[src/rtl/swd_pkg.sv]
package swd_pkg;

  typedef enum logic [3:0] {
    PH_IDLE, PH_REQ, PH_TRN_A, PH_ACK, PH_RD, PH_TRN_B,
    PH_WR, PH_DMY_RD, PH_DMY_WR, PH_IDLE_LO, PH_BACKOFF
  } phase_e;

  localparam logic [2:0] ACK_OK    = 3'b001;
  localparam logic [2:0] ACK_WAIT  = 3'b010;
  localparam logic [2:0] ACK_FAULT = 3'b100;
  localparam logic [3:0] RESP_PERR = 4'b1000;
  localparam int unsigned DATA_SLOTS = 33;

  // even parity of a data word
  function automatic logic word_parity(input logic [31:0] d);
    return ^d;
  endfunction

  // request packet, element i goes out in slot i
  function automatic logic [7:0] req_packet(input logic ap, input logic rnw,
                                            input logic [1:0] a);
    logic p;
    p = ap ^ rnw ^ a[0] ^ a[1];
    return {1'b1, 1'b0, p, a[1], a[0], rnw, ap, 1'b1};
  endfunction

endpackage

[src/rtl/swd_bitclk.sv]
module swd_bitclk #(
  parameter int DIV_W = 8
) (
  input  logic             clk,
  input  logic             rst_n,
  input  logic             go,
  input  logic             run,
  input  logic             fast,
  input  logic [DIV_W-1:0] div,
  output logic             rise,
  output logic             slot_end,
  output logic             clk_hi
);
  localparam int HW = DIV_W + 1;

  logic [HW-1:0] hcnt_q, reload;
  logic          hi_q;

  function automatic logic [HW-1:0] half_minus1(input logic f,
                                                input logic [DIV_W-1:0] d);
    return f ? '0 : ({1'b0, d} + HW'(1));
  endfunction

  assign reload   = half_minus1(fast, div);
  assign rise     = run && (hcnt_q == '0) && !hi_q;
  assign slot_end = run && (hcnt_q == '0) && hi_q;
  assign clk_hi   = hi_q;

  always_ff @(posedge clk or negedge rst_n) begin
    if (!rst_n) begin
      hcnt_q <= '0;
      hi_q   <= 1'b0;
    end else if (go) begin
      hcnt_q <= reload;
      hi_q   <= 1'b0;
    end else if (run) begin
      if (hcnt_q != '0) begin
        hcnt_q <= hcnt_q - HW'(1);
      end else begin
        hcnt_q <= reload;
        hi_q   <= !hi_q;
      end
    end
  end


  rise_then_high_chk: assert property (@(posedge clk) disable iff (!rst_n)
    rise |=> clk_hi);

  end_then_low_chk: assert property (@(posedge clk) disable iff (!rst_n)
    slot_end |=> !clk_hi);

endmodule

[src/rtl/swd_seq.sv]
module swd_seq
  import swd_pkg::*;
#(
  parameter int TURN_W = 2,
  parameter int IDLE_W = 8
) (
  input  logic              clk,
  input  logic              rst_n,
  input  logic              start,
  input  logic              req_ap,
  input  logic              req_rnw,
  input  logic [1:0]        req_addr,
  input  logic              req_ts,
  input  logic [31:0]       wdata,
  input  logic [TURN_W-1:0] cfg_turn,
  input  logic [IDLE_W-1:0] cfg_idle,
  input  logic              cfg_dphase,
  input  logic              rise,
  input  logic              slot_end,
  input  logic              din,
  output logic              go,
  output logic              busy,
  output logic              drv_oe,
  output logic              drv_o,
  output logic              done,
  output logic [3:0]        resp,
  output logic [31:0]       rdata,
  output logic              ts_strobe
);
  localparam int CNT_W = ((IDLE_W > 6) ? IDLE_W : 6) + 1;

  phase_e              phase_q, nxt;
  logic [CNT_W-1:0]    cnt_q, len;
  logic                ap_q, rnw_q, ts_q, dph_q;
  logic [1:0]          addr_q;
  logic [31:0]         wd_q, rbuf_q;
  logic [TURN_W-1:0]   turn_q;
  logic [IDLE_W-1:0]   idle_q;
  logic [2:0]          ack_q;
  logic                rpar_q;
  logic                last, ok, wf, finish, perr;
  logic [7:0]          pkt;

  function automatic logic [CNT_W-1:0] slot_len(input phase_e p,
                                                input logic [TURN_W-1:0] t,
                                                input logic [IDLE_W-1:0] n);
    logic [CNT_W-1:0] tt;
    tt = CNT_W'(t) + CNT_W'(1);
    case (p)
      PH_REQ:                           return CNT_W'(8);
      PH_TRN_A, PH_TRN_B:               return tt;
      PH_ACK:                           return CNT_W'(3);
      PH_RD, PH_WR, PH_DMY_RD, PH_DMY_WR: return CNT_W'(DATA_SLOTS);
      PH_IDLE_LO:                       return CNT_W'(n);
      PH_BACKOFF:                       return tt + CNT_W'(DATA_SLOTS);
      default:                          return CNT_W'(1);
    endcase
  endfunction

  assign busy   = (phase_q != PH_IDLE);
  assign go     = start && !busy;
  assign len    = slot_len(phase_q, turn_q, idle_q);
  assign last   = (cnt_q == len - CNT_W'(1));
  assign ok     = (ack_q == ACK_OK);
  assign wf     = (ack_q == ACK_WAIT) || (ack_q == ACK_FAULT);
  assign pkt    = req_packet(ap_q, rnw_q, addr_q);
  assign perr   = ok && rnw_q && (rpar_q != word_parity(rbuf_q));
  assign finish = busy && slot_end && last && (nxt == PH_IDLE);

  // phase after the current one completes
  always_comb begin
    phase_e after_ok;
    after_ok = (idle_q != '0) ? PH_IDLE_LO : PH_IDLE;
    case (phase_q)
      PH_REQ:    nxt = PH_TRN_A;
      PH_TRN_A:  nxt = PH_ACK;
      PH_ACK: begin
        if (ok)      nxt = rnw_q ? PH_RD : PH_TRN_B;
        else if (wf) nxt = (dph_q && rnw_q) ? PH_DMY_RD : PH_TRN_B;
        else         nxt = PH_BACKOFF;
      end
      PH_RD:     nxt = PH_TRN_B;
      PH_DMY_RD: nxt = PH_TRN_B;
      PH_TRN_B: begin
        if (ok)                  nxt = rnw_q ? after_ok : PH_WR;
        else if (dph_q && !rnw_q) nxt = PH_DMY_WR;
        else                     nxt = PH_IDLE;
      end
      PH_WR:     nxt = after_ok;
      default:   nxt = PH_IDLE;
    endcase
  end

  // line drive per slot
  always_comb begin
    drv_oe = 1'b0;
    drv_o  = 1'b1;
    case (phase_q)
      PH_IDLE: begin drv_oe = 1'b1; drv_o = 1'b1; end
      PH_REQ:  begin drv_oe = 1'b1; drv_o = pkt[cnt_q[2:0]]; end
      PH_WR: begin
        drv_oe = 1'b1;
        drv_o  = (cnt_q == CNT_W'(32)) ? word_parity(wd_q) : wd_q[cnt_q[4:0]];
      end
      PH_IDLE_LO, PH_DMY_WR: begin drv_oe = 1'b1; drv_o = 1'b0; end
      default: begin drv_oe = 1'b0; drv_o = 1'b1; end
    endcase
  end

  always_ff @(posedge clk or negedge rst_n) begin
    if (!rst_n) begin
      phase_q   <= PH_IDLE;
      cnt_q     <= '0;
      ap_q      <= 1'b0;
      rnw_q     <= 1'b0;
      addr_q    <= '0;
      ts_q      <= 1'b0;
      wd_q      <= '0;
      turn_q    <= '0;
      idle_q    <= '0;
      dph_q     <= 1'b0;
      ack_q     <= '0;
      rbuf_q    <= '0;
      rpar_q    <= 1'b0;
      done      <= 1'b0;
      resp      <= '0;
      rdata     <= '0;
      ts_strobe <= 1'b0;
    end else begin
      done      <= 1'b0;
      ts_strobe <= 1'b0;
      if (go) begin
        ap_q    <= req_ap;
        rnw_q   <= req_rnw;
        addr_q  <= req_addr;
        ts_q    <= req_ts;
        wd_q    <= wdata;
        turn_q  <= cfg_turn;
        idle_q  <= cfg_idle;
        dph_q   <= cfg_dphase;
        ack_q   <= '0;
        rpar_q  <= 1'b0;
        phase_q <= PH_REQ;
        cnt_q   <= '0;
      end else if (busy) begin
        if (rise) begin
          if (phase_q == PH_ACK) ack_q[cnt_q[1:0]] <= din;
          if (phase_q == PH_RD) begin
            if (cnt_q == CNT_W'(32)) rpar_q <= din;
            else                     rbuf_q[cnt_q[4:0]] <= din;
          end
        end
        if (slot_end) begin
          if (!last) begin
            cnt_q <= cnt_q + CNT_W'(1);
          end else begin
            cnt_q   <= '0;
            phase_q <= nxt;
            if (nxt == PH_IDLE) begin
              done      <= 1'b1;
              resp      <= perr ? RESP_PERR : {1'b0, ack_q};
              ts_strobe <= ts_q && ok;
              if (ok && rnw_q) rdata <= rbuf_q;
            end
          end
        end
      end
    end
  end


  done_pulse_chk: assert property (@(posedge clk) disable iff (!rst_n)
    done |=> !done);

  done_idle_chk: assert property (@(posedge clk) disable iff (!rst_n)
    finish |=> done && !busy);

  ts_with_done_chk: assert property (@(posedge clk) disable iff (!rst_n)
    ts_strobe |-> done);

  perr_read_only_chk: assert property (@(posedge clk) disable iff (!rst_n)
    (done && resp == RESP_PERR) |-> rnw_q);

endmodule

[src/rtl/swd_xfer_engine.sv]
module swd_xfer_engine #(
  parameter int TURN_W = 2,
  parameter int IDLE_W = 8,
  parameter int DIV_W  = 8
) (
  input  logic              clk,
  input  logic              rst_n,
  input  logic              start,
  input  logic              req_ap,
  input  logic              req_rnw,
  input  logic [1:0]        req_addr,
  input  logic              req_ts,
  input  logic [31:0]       wdata,
  input  logic [TURN_W-1:0] cfg_turn,
  input  logic [IDLE_W-1:0] cfg_idle,
  input  logic              cfg_dphase,
  input  logic              cfg_fast,
  input  logic [DIV_W-1:0]  cfg_div,
  input  logic              swdio_i,
  output logic              swclk,
  output logic              swdio_o,
  output logic              swdio_oe,
  output logic              busy,
  output logic              done,
  output logic [3:0]        resp,
  output logic [31:0]       rdata,
  output logic              ts_strobe
);
  logic go, rise, slot_end, clk_hi;
  logic fast_q;
  logic [DIV_W-1:0] div_q;

  // rate settings held for the whole transfer
  always_ff @(posedge clk or negedge rst_n) begin
    if (!rst_n) begin
      fast_q <= 1'b1;
      div_q  <= '0;
    end else if (go) begin
      fast_q <= cfg_fast;
      div_q  <= cfg_div;
    end
  end

  swd_bitclk #(.DIV_W(DIV_W)) u_bitclk (
    .clk      (clk),
    .rst_n    (rst_n),
    .go       (go),
    .run      (busy),
    .fast     (go ? cfg_fast : fast_q),
    .div      (go ? cfg_div : div_q),
    .rise     (rise),
    .slot_end (slot_end),
    .clk_hi   (clk_hi)
  );

  swd_seq #(.TURN_W(TURN_W), .IDLE_W(IDLE_W)) u_seq (
    .clk        (clk),
    .rst_n      (rst_n),
    .start      (start),
    .req_ap     (req_ap),
    .req_rnw    (req_rnw),
    .req_addr   (req_addr),
    .req_ts     (req_ts),
    .wdata      (wdata),
    .cfg_turn   (cfg_turn),
    .cfg_idle   (cfg_idle),
    .cfg_dphase (cfg_dphase),
    .rise       (rise),
    .slot_end   (slot_end),
    .din        (swdio_i),
    .go         (go),
    .busy       (busy),
    .drv_oe     (swdio_oe),
    .drv_o      (swdio_o),
    .done       (done),
    .resp       (resp),
    .rdata      (rdata),
    .ts_strobe  (ts_strobe)
  );

  assign swclk = !busy || clk_hi;


  idle_line_chk: assert property (@(posedge clk) disable iff (!rst_n)
    !busy |-> (swclk && swdio_oe && swdio_o));

  released_high_chk: assert property (@(posedge clk) disable iff (!rst_n)
    !swdio_oe |-> swdio_o);

  first_low_chk: assert property (@(posedge clk) disable iff (!rst_n)
    $rose(busy) |-> !swclk);

  sample_low_chk: assert property (@(posedge clk) disable iff (!rst_n)
    rise |-> !swclk);

endmodule

[config.mk]
export PLATFORM = sky130hd
export DESIGN_NAME = swd_xfer_engine
export DESIGN_NICKNAME = d
export VERILOG_FILES = /design/src/rtl/swd_pkg.sv /design/src/rtl/swd_bitclk.sv /design/src/rtl/swd_seq.sv /design/src/rtl/swd_xfer_engine.sv
export SDC_FILE = /design/constraint.sdc
export NUM_CORES = 1
export LEC_CHECK = 0
export ABC_AREA = 1
export ABC_CLOCK_PERIOD_IN_PS = 8600
export BUFFER_PORTS_ARGS = -buffer_cell sky130_fd_sc_hd__buf_4
export CORE_ASPECT_RATIO = 1.4
export CORE_MARGIN = 3
export CORE_UTILIZATION = 40
export CTS_BUF_LIST = sky130_fd_sc_hd__clkbuf_8
export DETAILED_ROUTE_END_ITERATION = 6
export PLACE_DENSITY_LB_ADDON = 0.05
export SETUP_SLACK_MARGIN = 0.2
export SLEW_MARGIN = 20
export SYNTH_ARGS = -nofsm -noshare
export SYNTH_HDL_FRONTEND = slang
export SYNTH_SLANG_ARGS = --single-unit
[constraint.sdc]
create_clock -name clk -period 8.6 [get_ports clk]
set_input_delay 1.72 -clock clk [delete_from_list [all_inputs] [get_ports clk]]
set_output_delay 1.72 -clock clk [all_outputs]
set_load 0.01 [all_outputs]
==> flow_metrics.env <==
export IMPL_nets=1321
export IMPL_rsz0062_at_grt="no"
export IMPL_synthArstFlopShare_pct=100.0
export IMPL_clock_root_buffer="sky130_fd_sc_hd__clkbuf_8"
export IMPL_drt_first_iter_violations=428
export IMPL_timing_max_slew_rel_slack_pct=35.51
export IMPL_numPortBuffers=102
export IMPL_drive_gt1_share_pct=14.40
export IMPL_worst_supply_voltage_drop_on_vdd_v=0.00008909
export IMPL_yosysWarningCount=0
export IMPL_gr_total_overflow=0
export IMPL_postSynthAreaPerCell_um2=7.392
export IMPL_die_w_um=130.3
export IMPL_flops_latches_synth=154
export IMPL_clkLatencyLatePin_ns=0.45
export IMPL_worstPathArrival_ns=3.39
export IMPL_wl_met1_um=9724
export IMPL_fillCellCount=2218
export IMPL_detailroute_wirelength_met3_um=693
export IMPL_seqCellArea_um2=3855
export IMPL_die_area_um2=23450
export IMPL_clock_skew_ns=0.01807
export IMPL_track_usage_pct=19.66
export IMPL_route_detailed_vias_per_inst=5.066
export IMPL_cts_tree="done"
export IMPL_setup_worst_path_start="u_seq.cnt_q[0]$_DFFE_PN0P_"
export IMPL_synth_seq_area_share_pct=44.57
export IMPL_post_synth_instance_area_um2=8648
export IMPL_clock_sink_count=154
export IMPL_place_congestion=0.8632
export IMPL_place_hpwl_um=15940
export IMPL_drt_total_wl_um=22100
export IMPL_cellLeakagePower_nw=5.386
export IMPL_post_cts_resized=0
export IMPL_synth_top_cells_by_count="sky130_fd_sc_hd__nand2_1 (427), sky130_fd_sc_hd__dfrtp_1 (153), sky130_fd_sc_hd__nand3_1 (99), sky130_fd_sc_hd__inv_1 (85), sky130_fd_sc_hd__o21ai_0 (80)"
export IMPL_highest_layer="met4"
export IMPL_drt_first_pass_iters=5
export IMPL_ctsLongestPathBuffers=2
export IMPL_grt_pass1_wl_um=37460
export IMPL_synthDistinctLibCells=39
export IMPL_synth_most_common_cell="sky130_fd_sc_hd__nand2_1"
export IMPL_slew_violations=0
export IMPL_cell_type_with_the_highest_aggregate_area_in_the_netlist="sky130_fd_sc_hd__dfrtp_1"
export IMPL_finalCritPeriodShare_pct=59.39
export IMPL_tightestPinTransition_ns=0.9674
export IMPL_fmax_ghz=0.1958
export IMPL_met2_length_um=11330
export IMPL_synth_net_count=1240
export IMPL_synth_edff_count=0
export IMPL_final_setup_worst_slack_ns=3.492
export IMPL_insertedDiodeCount=0
export IMPL_dieHeight_um=180.0
export IMPL_area_growth_pct=15.86
export IMPL_finalCriticalPeriod_ns=5.108
export IMPL_placement_rows=63
export IMPL_cts_hold_fix_buffers=0
export IMPL_powerDensity_nw_per_um2=163.4
export IMPL_detail_route_wl_per_cell_um=14.50
export IMPL_synth_top_area_share_pct=44.27
export IMPL_timing_setup_critical_path_class="flip-flop to primary output"
export IMPL_run_status="finished, final reports clean"
export IMPL_path_max_fanout=25
export IMPL_drt_antenna_violating_nets=0
export IMPL_multi_input_area_um2=4247
export IMPL_synth_main_ff_cell="sky130_fd_sc_hd__dfrtp_1"
export IMPL_postCtsSetupRepairBufs=0
export IMPL_r2r_start="u_seq.phase_q[3]$_DFFE_PN0P_"
export IMPL_syn_inst=1170
export IMPL_initial_utilization_pct=40.79
export IMPL_timing_final_hold_violations=0
export IMPL_power_total_mw=1.637
export IMPL_required_ns=6.88
export IMPL_setup_total_negative_slack_ns=0
export IMPL_path_clk_slew_ns=0.09
export IMPL_worst_hold_startpoint="u_seq.ts_q$_DFFE_PN0P_"
export IMPL_design_portCount=103
export IMPL_grt_antenna_before_repair=0
export IMPL_netlist_top_cells_area="sky130_fd_sc_hd__dfrtp_1 (44%), sky130_fd_sc_hd__nand2_1 (19%), sky130_fd_sc_hd__nand3_1 (5.7%)"
export IMPL_grt_start_max_net_pins=102
export IMPL_drcViolationCount=0
export IMPL_vias=7720
export IMPL_hp_class="flip-flop to flip-flop"
export IMPL_core_region_um2=21200
export IMPL_grt_pass1_vias=7463
export IMPL_cts_inserted_buffers=17
export IMPL_place_ws_ns=4.005
export IMPL_crit_path_start_kind="flip-flop"
export IMPL_end_kind="primary output"
export IMPL_maxCapViolations=0
export IMPL_holdWs_ns=0.4825
export IMPL_setup_viol=0
export IMPL_h_tree_depth=4
## power by group
| group | leakage (nW) | switching [mW] | internal [mW] |
|---|---|---|---|
| clock | 0.213 | 0.298 | 0.274 |
| combinational | 3.08 | 0.173 | 0.105 |
| sequential | 2.10 | 0.0364 | 0.750 |
## logic make-up (layout without fill, tap and decap cells)
family | count (synthesis) | after routing | synth area share, %
adders and majority gates | 9 | 9 | 1.302
AOI/OAI and AO/OA | 119 | 119 | 7.509
and+or+nand+nor | 684 | 684 | 33.98
DFF | 154 | 154 | 44.57
xor gates and xnor gates | 61 | 61 | 6.178
buffers and inverters | 143 | 237 | 6.453
## state kept, by name (all words and copies together), names as in the netlist, 3 cells and up
name	flops
u_seq.rbuf_q	32
u_seq.rdata	32
u_seq.wd_q	32
u_bitclk.hcnt_q	9
u_seq.cnt_q	9
div_q	8
u_seq.idle_q	8
u_seq.phase_q	4
u_seq.resp	4
u_seq.ack_q	3
## per-layer routing
| layer | vias to the layer above | track usage [%] |
|---|---|---|
| li1 | 3955 | - |
| met1 | 3599 | 25.31 |
| met2 | 144 | 33.81 |
| met3 | 22 | 3.300 |
| met4 | 0 | 5.283 |
| met5 | - | 0 |
## final cells by class
type                    count  area share (%)
multi-input cells         873           42.38
clock inverters            14           1.586
clock buffers              18           2.473
repair buffers            110           8.279
inverters                  95           3.559
well taps                 260           3.247
flip-flops and latches    154           38.47
## cells in the final DEF, fill, tap and decap left out, types with 2 or more instances in the layout
master and instances:
sky130_fd_sc_hd__nand2_1 426, sky130_fd_sc_hd__o21ai_1 2, sky130_fd_sc_hd__nand2_2 3, sky130_fd_sc_hd__a21oi_1 12, sky130_fd_sc_hd__or2_2 11, sky130_fd_sc_hd__bufinv_16 2, sky130_fd_sc_hd__inv_1 84, sky130_fd_sc_hd__o2111ai_1 3
sky130_fd_sc_hd__nand3b_1 3, sky130_fd_sc_hd__o211ai_1 3, sky130_fd_sc_hd__inv_2 10, sky130_fd_sc_hd__nor3_1 10, sky130_fd_sc_hd__xnor2_1 45, sky130_fd_sc_hd__inv_8 2, sky130_fd_sc_hd__xor2_1 16, sky130_fd_sc_hd__nor2_1 66
sky130_fd_sc_hd__dfrtp_1 153, sky130_fd_sc_hd__buf_4 109, sky130_fd_sc_hd__inv_6 6, sky130_fd_sc_hd__clkbuf_8 18, sky130_fd_sc_hd__o22ai_1 11, sky130_fd_sc_hd__o21ai_0 80, sky130_fd_sc_hd__nand3_1 99, sky130_fd_sc_hd__clkinv_2 3
sky130_fd_sc_hd__ha_1 9, sky130_fd_sc_hd__nand4_1 50, sky130_fd_sc_hd__nor2_2 11, sky130_fd_sc_hd__a31oi_1 2
## stage by stage
step / instances / utilization, % / instance area [µm²]
5_1_grt: 1524 / 47.25 / 10020
6_report: 1524 / 47.25 / 10020
4_1_cts: 1524 / 47.25 / 10020
3_5_place_dp: 1492 / 45.34 / 9613
3_3_place_gp: 1492 / 45.34 / 9613
2_1_floorplan: 1170 / - / 8648
## critical path, cell delays in order, from the launching register on
cell,delay [ns]
sky130_fd_sc_hd__dfrtp_1,0.83
sky130_fd_sc_hd__inv_1,0.51
sky130_fd_sc_hd__ha_1,0.52
sky130_fd_sc_hd__nand2_1,0.14
sky130_fd_sc_hd__nor2_1,0.05
sky130_fd_sc_hd__nand4_1,0.16
sky130_fd_sc_hd__nand2_1,0.09
sky130_fd_sc_hd__o31ai_1,0.22
sky130_fd_sc_hd__o21bai_1,0.13
sky130_fd_sc_hd__nand3_1,0.12
sky130_fd_sc_hd__buf_4,0.17
## final timing paths
path,cells after the start,end,slack (ns)
worst max-delay path,10,swdio_o,3.49
worst min-delay path,2,u_seq.ts_q$_DFFE_PN0P_,0.48
worst max register to register,20,u_bitclk.hcnt_q[6]$_DFFE_PN0N_,4.86
worst min register to register,2,u_seq.ts_q$_DFFE_PN0P_,0.48
max in group asynchronous,2,u_seq.wd_q[31]$_DFFE_PN0P_,5.99
min in group asynchronous,1,u_seq.rdata[12]$_DFFE_PN0P_,1.36
No activity file was read; power rests on OpenSTA's default activity.
